**config.mk**
```make
export PLATFORM = sky130hd
export DESIGN_NAME = pdt_ctrl
export DESIGN_NICKNAME = d
export VERILOG_FILES = /design/src/rtl/pdt_pkg.sv /design/src/rtl/pdt_sync.sv /design/src/rtl/pdt_trim.sv /design/src/rtl/pdt_seq.sv /design/src/rtl/pdt_ctrl.sv
export SDC_FILE = /design/constraint.sdc
export NUM_CORES = 1
export LEC_CHECK = 0
export BUFFER_PORTS_ARGS = -buffer_cell sky130_fd_sc_hd__buf_2
export CAP_MARGIN = 30
export CORE_ASPECT_RATIO = 2
export CORE_MARGIN = 2
export CORE_UTILIZATION = 35
export DETAILED_ROUTE_END_ITERATION = 6
export HOLD_SLACK_MARGIN = 0.05
export SYNTH_ARGS = -nofsm -noshare
export SYNTH_HDL_FRONTEND = slang
export SYNTH_SLANG_ARGS = --single-unit
export TNS_END_PERCENT = 100
```
**constraint.sdc**
```tcl
create_clock -name clk -period 6 [get_ports clk]
set_clock_uncertainty 0.2 [all_clocks]
set_input_delay 1.2 -clock clk [delete_from_list [all_inputs] [get_ports clk]]
set_output_delay 1.2 -clock clk [all_outputs]
set_load 0.01 [all_outputs]
```
**src/rtl/pdt_pkg.sv**
```systemverilog
package pdt_pkg;

    // Sequencing phases of the half-bridge
    typedef enum logic [2:0] {
        PH_IDLE,
        PH_HI_DEAD,
        PH_HI_ON,
        PH_LO_DEAD,
        PH_LO_ON
    } phase_e;

    // Window control handed from the sequencer to one trim loop
    typedef struct packed {
        logic open;    // window starts, flag is cleared
        logic active;  // window is running, flag may latch
        logic close;   // window completes, delay updates
    } win_t;

    // One trim step: down on conduction, up otherwise, clamped
    function automatic int unsigned pdt_next_delay(int unsigned cur, logic hit,
                                                   int unsigned lo, int unsigned hi);
        if (hit)
            return (cur > lo) ? cur - 1 : lo;
        else
            return (cur < hi) ? cur + 1 : hi;
    endfunction

endpackage

```
**src/rtl/pdt_sync.sv**
```systemverilog
module pdt_sync #(
    parameter int W      = 2,
    parameter int STAGES = 2
) (
    input  logic         clk,
    input  logic         rst,
    input  logic [W-1:0] d,
    output logic [W-1:0] q
);
    logic [W-1:0] st [STAGES];

    always_ff @(posedge clk) begin
        if (rst) begin
            for (int k = 0; k < STAGES; k++) st[k] <= '0;
        end else begin
            st[0] <= d;
            for (int k = 1; k < STAGES; k++) st[k] <= st[k-1];
        end
    end

    assign q = st[STAGES-1];
endmodule

```
**src/rtl/pdt_trim.sv**
```systemverilog
module pdt_trim #(
    parameter int          DW   = 4,
    parameter int unsigned DMIN = 4,
    parameter int unsigned DMAX = 12
) (
    input  logic          clk,
    input  logic          rst,
    input  pdt_pkg::win_t win,
    input  logic          cond,
    output logic [DW-1:0] dly
);
    logic flag;
    logic hit;

    assign hit = flag | cond;

    always_ff @(posedge clk) begin
        if (rst) begin
            flag <= 1'b0;
            dly  <= DW'(DMAX);
        end else begin
            if (win.open)
                flag <= 1'b0;
            else if (win.active && cond)
                flag <= 1'b1;
            if (win.close)
                dly <= DW'(pdt_pkg::pdt_next_delay(32'(dly), hit, DMIN, DMAX));
        end
    end


    dly_range_chk: assert property (@(posedge clk) disable iff (rst)
        (32'(dly) >= DMIN) && (32'(dly) <= DMAX));


    dly_hold_chk: assert property (@(posedge clk) disable iff (rst)
        !win.close |=> $stable(dly));


    dly_step_chk: assert property (@(posedge clk) disable iff (rst)
        win.close |=> ((32'(dly) == 32'($past(dly)) + 1) ||
                       (32'(dly) + 1 == 32'($past(dly))) ||
                       (dly == $past(dly))));
endmodule

```
**src/rtl/pdt_seq.sv**
```systemverilog
module pdt_seq #(
    parameter int DW = 4
) (
    input  logic          clk,
    input  logic          rst,
    input  logic          cmd,
    input  logic          sr_ok,
    input  logic [DW-1:0] dly_hi,
    input  logic [DW-1:0] dly_lo,
    output logic          g1_q,
    output logic          g2_q,
    output pdt_pkg::win_t win_hi,
    output pdt_pkg::win_t win_lo
);
    import pdt_pkg::*;

    phase_e        phase;
    logic          cmd_q, cmd_d;
    logic [1:0]    warm;
    logic [DW-1:0] cnt;
    logic          armed, rise, fall;
    logic          hi_ready, lo_ready;

    assign armed    = (warm == 2'd2);
    assign rise     = armed &&  cmd_q && !cmd_d;
    assign fall     = armed && !cmd_q &&  cmd_d;
    assign hi_ready = (cnt >= dly_hi) && sr_ok;
    assign lo_ready = (cnt >= dly_lo);

    always_comb begin
        win_hi.open   = rise;
        win_hi.active = (phase == PH_HI_DEAD) && !rise && !fall;
        win_hi.close  = win_hi.active && hi_ready;
        win_lo.open   = fall;
        win_lo.active = (phase == PH_LO_DEAD) && !rise && !fall;
        win_lo.close  = win_lo.active && lo_ready;
    end

    always_ff @(posedge clk) begin
        if (rst) begin
            phase <= PH_IDLE;
            cmd_q <= 1'b0;
            cmd_d <= 1'b0;
            warm  <= 2'd0;
            cnt   <= '0;
            g1_q  <= 1'b0;
            g2_q  <= 1'b0;
        end else begin
            cmd_q <= cmd;
            cmd_d <= cmd_q;
            if (!armed) warm <= warm + 2'd1;
            if (rise) begin
                phase <= PH_HI_DEAD;
                g1_q  <= 1'b0;
                g2_q  <= 1'b0;
                cnt   <= DW'(1);
            end else if (fall) begin
                phase <= PH_LO_DEAD;
                g1_q  <= 1'b0;
                g2_q  <= 1'b0;
                cnt   <= DW'(1);
            end else begin
                unique case (phase)
                    PH_HI_DEAD: begin
                        if (hi_ready) begin
                            g1_q  <= 1'b1;
                            phase <= PH_HI_ON;
                        end else if (cnt != '1) begin
                            cnt <= cnt + DW'(1);
                        end
                    end
                    PH_LO_DEAD: begin
                        if (lo_ready) begin
                            g2_q  <= 1'b1;
                            phase <= PH_LO_ON;
                        end else if (cnt != '1) begin
                            cnt <= cnt + DW'(1);
                        end
                    end
                    default: ;
                endcase
            end
        end
    end


    no_overlap_chk: assert property (@(posedge clk) disable iff (rst)
        !(g1_q && g2_q));


    g1_gate_chk: assert property (@(posedge clk) disable iff (rst)
        $rose(g1_q) |-> $past(sr_ok));


    g1_off_chk: assert property (@(posedge clk) disable iff (rst)
        fall |=> !g1_q);


    g2_off_chk: assert property (@(posedge clk) disable iff (rst)
        rise |=> !g2_q);


    idle_off_chk: assert property (@(posedge clk) disable iff (rst)
        (phase == PH_IDLE) |-> (!g1_q && !g2_q));
endmodule

```
**src/rtl/pdt_ctrl.sv**
```systemverilog
module pdt_ctrl #(
    parameter int unsigned G1_MIN      = 4,
    parameter int unsigned G1_MAX      = 12,
    parameter int unsigned G2_MIN      = 5,
    parameter int unsigned G2_MAX      = 9,
    parameter int          SYNC_STAGES = 2
) (
    input  logic clk,
    input  logic rst,
    input  logic pwm_in,
    input  logic pol_inv,
    input  logic diode_sense,
    input  logic sr_low_sense,
    output logic g1_on,
    output logic g2_on
);
    localparam int unsigned TOP_MAX = (G1_MAX > G2_MAX) ? G1_MAX : G2_MAX;
    localparam int          DW      = $clog2(TOP_MAX + 1);

    logic          cmd;
    logic [1:0]    sensed;
    logic [DW-1:0] dly_hi, dly_lo;
    pdt_pkg::win_t win_hi, win_lo;

    assign cmd = pwm_in ^ pol_inv;

    pdt_sync #(.W(2), .STAGES(SYNC_STAGES)) u_sync (
        .clk (clk),
        .rst (rst),
        .d   ({diode_sense, sr_low_sense}),
        .q   (sensed)
    );

    pdt_seq #(.DW(DW)) u_seq (
        .clk    (clk),
        .rst    (rst),
        .cmd    (cmd),
        .sr_ok  (sensed[0]),
        .dly_hi (dly_hi),
        .dly_lo (dly_lo),
        .g1_q   (g1_on),
        .g2_q   (g2_on),
        .win_hi (win_hi),
        .win_lo (win_lo)
    );

    pdt_trim #(.DW(DW), .DMIN(G1_MIN), .DMAX(G1_MAX)) u_trim_hi (
        .clk  (clk),
        .rst  (rst),
        .win  (win_hi),
        .cond (sensed[1]),
        .dly  (dly_hi)
    );

    pdt_trim #(.DW(DW), .DMIN(G2_MIN), .DMAX(G2_MAX)) u_trim_lo (
        .clk  (clk),
        .rst  (rst),
        .win  (win_lo),
        .cond (sensed[1]),
        .dly  (dly_lo)
    );
endmodule

```
Word-level counts from Yosys, hierarchy flattened
Memories as Yosys holds them, arrays and structs flattened. Index checks and enable logic that the tools add are counted.

Flip-flop bits (word level): 23. Logic and storage cells: 98. Input bits: 6. Output and inout port bits: 2. Memories: 1. RAM bits: 4.

Reduce and logical (&&, ||, !) cells: 30. Bitwise operators: 5. Add/subtract/negate cells: 6. Order comparisons: 6. Equal/unequal tests: 14. Multiplexer cells: 22.

Memories: u_sync.st (depth 2, width 2, read ports 2, clocked after Yosys merged registers in 0, write ports 2, RTL line pdt_sync.sv:10) `logic [W-1:0] st [STAGES];`.

Operators by type and width (count): $mux W4 (9); $reduce_and A3 Y1 (5); $logic_and A1 B1 Y1 (13); $add A4 B1 Y4 const B (3); $ge A4 B4 Y1 (2); $gt A4 B3 Y1 const B (2); $lt A4 B4 Y1 const B (2); $ne A4 B1 Y1 const B (2); $ne A4 B2 Y1 const B (2); $pmux W4 S2 (1); $sub A4 B1 Y4 const B (2); $mux W1 (6); $mux W2 (3); $mux W3 (2); $ne A3 B1 Y1 const B (2); $pmux W3 S2 (1); $logic_not A1 Y1 (4); $ne A2 B1 Y1 const B (2); $ne A2 B2 Y1 const B (2); $ne A4 B4 Y1 const B (1); $or A1 B1 Y1 (4); $reduce_and A2 Y1 (2); $reduce_bool A4 Y1 (1); $reduce_or A2 Y1 (2); 8 further kinds (8).

Depth between registers and ports, before layout
Word-level depth: 7. Mapped depth: 8. Gate-level depth less buffers: 7.

Cells and area by module
Synthesis repeated with hierarchy kept, for this count alone.

Cells, all modules: 178. Area total of the unflattened synthesis: 1591.5 um^2.

By module, submodules not included: pdt_seq (cells an instance 92, sequential area each 260.2 um^2, times used 1, area each 819.5 um^2); pdt_trim (u_trim_lo) (cells an instance 40, sequential area each 100.1 um^2, times used 1, area each 340.3 um^2); pdt_trim (u_trim_hi) (cells an instance 35, sequential area each 100.1 um^2, times used 1, area each 302.8 um^2); pdt_sync (cells an instance 10, sequential area each 80.1 um^2, times used 1, area each 120.1 um^2); pdt_ctrl (cells an instance 1, sequential area each 0.0 um^2, times used 1, area each 8.8 um^2).

Worst setup path after synthesis
OpenSTA, ideal clock, no wires.

Path kind: flip-flop to flip-flop. From: register u_seq.cnt[0]. To: register u_seq.cnt[3]. Library setup time: 0.070 ns. Path slack: 3.734 ns. Data arrival time: 1.997 ns. Data required time: 5.730 ns. Path buffers: 1. Stages on the path, launching flop included: 9. Clock period less this slack: 2.266 ns. Cells stage by stage: dfxtp_1 -> inv_1 -> ha_1 -> nand2b_4 -> a2111oi_4 -> nor2b_1 -> buf_2 -> or4_1 -> a21oi_1.

Longest elaborated chain between the ends: 4. Elaborated cells between the ends (all ways): 12. Classes of those cells: add/sub (1); order compare (2); eq/ne (3); mux (4); reduce/logical (2).

Ends and longest elaborated chain: start: declaration (RTL line pdt_seq.sv:20) `logic [DW-1:0] cnt;`; start signal: assignment (RTL line pdt_seq.sv:69) `cnt <= cnt + DW'(1);`; start signal: assignment (RTL line pdt_seq.sv:77) `cnt <= cnt + DW'(1);`; $add A4 B1 Y4 (tied with other cells) (RTL line pdt_seq.sv:69, pdt_seq.sv:77); $mux W4 / $logic_and A1 B1 Y1 (equally long branches) (RTL line pdt_seq.sv:68, pdt_seq.sv:76, pdt_seq.sv:27); $mux W4 (tied with other cells) (RTL line pdt_seq.sv:73) `if (lo_ready) begin`; $pmux W4 S2 / $reduce_and A3 Y1 (equally long branches).

Several ways; a longest one is shown, not always the timed one. The select of a mux whose other input is x is not followed. A chain may end at the register's enable or synchronous reset.

Final worst setup path
Ends and elaborated chain as after synthesis.

==> metrics.txt <==
fin util=38.8%; 1st-pass router iterations=4; commonest non-fill, non-tap cells in the layout=dfxtp_1 (27), nor2_1 (17), ha_1 (15); Mean Syn Cell Area=8.94 um^2; number of port buffers=7; hold depth=1; Antenna Cells=0; # clock sinks=27; DRC=0; pre-CTS WS=3560 ps; Max-cap violations=0; final worst setup slack=3530 ps; Worst path top cell family by delay=simple AND/OR/NAND/NOR gates; final hold violations=0; chip width=51 um; Period minus WS final=2470 ps; routability cong.=0.787; P_leak=0.664 nW; initial DRC count=25; worst hold margin=242 ps; reg2reg end=u_seq.cnt[3]; share of layout cells above drive strength 1=10.2%; global-route wire length before repair=5540 um; Ports=8; Hold Crit Endpoint=u_sync.st[0][2]; vias per inst=5.29; final setup vio count=0; antenna violations before repair=0; vias=1,223; die area=0.00500 mm^2; CTS resizes=0; htree depth=1; EDFF count, synth=0; Least-Margin Pin Slew=574 ps; Worst-path clk slew=90 ps; final net count=199; Power per Cell Area=224 mW/mm^2; Max Clk Rate=405 MHz; RR Startpoint=u_seq.cnt[0]; CTS Hold Buffers Added=0; R2R depth=7; clk buf depth=2; HPWL after DPL=2530 um; crit share post-route=41.1%; final instance area=0.00167 mm^2; Fin Setup TNS=0 ps; CP max-delay cell=or4_1; RSZ-0062 raised after global routing=no; Netlist cell types=43; core area=0.00430 mm^2; antenna viol nets, final=0; Critical Path Source Type=register; cells along the critical path=inv_1 > ha_1 > nand2b_4 > a2111oi_4 > nor2b_1 > or4_1 > a21oi_1; commonest non-fill, non-tap cell in the layout=dfxtp_1; Post-Syn Instances=173; Slew headroom=61.6%; total grt overflow=0; initial core utilization=36.0%; Setup Fix Bufs, Post-CTS=0; dominant cells by area after synthesis=dfxtp_1 (35%), ha_1 (12%), nor2_1 (4.1%); largest net degree at the start of global routing=22; Final Routed Wirelength=3140 um; CTS root buf=clkbuf_8; slowest stage delay, CP=540 ps; fill count=472; FFs w/ async S/R, synth=0%; #FFs+latches synth=27; largest area contributor in the synthesized netlist=dfxtp_1; vias in the first global route=1,286; Yosys warnings=0; Total Power=373 uW; Setup crit end kind=register; post-place instance area=0.00162 mm^2; Worst Path Max Fanout=8; critical path class=reg2reg; buffers and inverters on the worst path=1; Skew-Pair Late Insertion Delay=270 ps; wire per inst=13.6 um; status=complete, no violations; Worst Path Required=6000 ps; final std cells w/o fill=231; Tot GR Track Use=14.3%; Worst Hold Class=reg2reg; Synth Flop Type=dfxtp_1; num rows=34; Max Transition Viols Final=0; cts bufs inserted=3; Synth-to-Final Area Change=7.77%; setup slack, reg-to-reg=3530 ps; syn_nets=194; hold path start=u_sync.st[0][0]; Die Span Y=98.0 um; Yosys top cell area share=35.0%; register area share after synthesis=35.0%; crit path DAT=2470 ps; mapped cell area=0.00155 mm^2; Placed Cells=227; CTS tree=yes; Max VDD drop=0.190 mV
[state kept, by name (all words and copies together), names as in the netlist]
| register | flops |
|---|---|
| u_seq.cmd_d | 1 |
| u_trim_lo.flag | 1 |
| u_seq.g2_q | 1 |
| u_trim_lo.dly | 4 |
| u_trim_hi.dly | 4 |
| u_seq.phase | 3 |
| u_trim_hi.flag | 1 |
| u_seq.warm | 2 |
| u_seq.cmd_q | 1 |
| u_seq.g1_q | 1 |
| u_sync.st | 4 |
| u_seq.cnt | 4 |
[layout make-up]
cell class / instances / area [um^2] / area share [%]
multi-input combinational: 125 / 925 / 55.5
sequential: 27 / 541 / 32.4
tap: 54 / 67.6 / 4.05
inverter: 14 / 52.6 / 3.15
clock buffer: 3 / 41.3 / 2.48
timing repair buffer: 7 / 35.0 / 2.10
clock inverter: 1 / 5.00 / 0.300
[cell usage after synthesis (2+ instances only)]
library cell  number
o21a_1             5
nor2_1            17
o21ai_1            5
mux2i_1            2
nand2b_1           2
a21oi_1            9
o31ai_1            3
a31oi_1            2
nand3_1            6
dfxtp_1           27
o22ai_1            4
a311oi_1           3
and3_1             2
nor2b_1           10
nor3_1             5
buf_2              2
o211ai_1           2
or4_1              2
ha_1              15
inv_1             14
a2111oi_4          2
a41oi_1            2
nand2_1            5
nand2b_4           2
o21ai_0            2
clkbuf_1           5
o41ai_1            2
[cells by family (layout without fill, tap and decap cells)]
logic type	after synthesis	count (layout)	share of synthesized area (%)
flops	27	27	35.0
mux	2	2	1.29
compound gates	49	49	24.7
simple gates	57	57	20.6
xor+xnor	2	2	1.13
fa+ha+maj	15	15	12.1
buf+inv	21	25	5.26
[worst register-to-register path: stages, from the launching register on]
cell       delay (ps)
dfxtp_1           380
inv_1             110
ha_1              280
nand2b_4          140
a2111oi_4         390
nor2b_1           210
or4_1             540
a21oi_1           140
[layer usage]
metal	vias to the layer above	wire (um)	track usage, %
met5	-	0	0
met4	0	87	7.28
met3	4	28	1.68
met2	6	1840	28.2
met1	584	1190	13.3
li1	629	-	-
[power breakdown]
group          switching (mW)  leakage (nW)  internal [mW]
clock                  0.0540        0.0255         0.0464
combinational          0.0405         0.419         0.0342
sequential            0.00738         0.220          0.191
[worst max-delay path by stage]
stage / start / endpoint / slack, ps / cells past startpoint
after floorplan: u_seq.cnt[0] / u_seq.cnt[3] / 3730 / 8
after global placement: u_seq.cnt[0] / u_seq.cnt[3] / 3590 / 7
after detailed placement: u_seq.cnt[0] / u_seq.cnt[3] / 3560 / 7
after CTS: u_seq.cnt[0] / u_seq.cnt[3] / 3520 / 7
after global routing: u_trim_hi.dly[3] / u_seq.phase[1] / 3340 / 7
final: u_seq.cnt[0] / u_seq.cnt[3] / 3530 / 7
(Power assumes the default switching activity.)
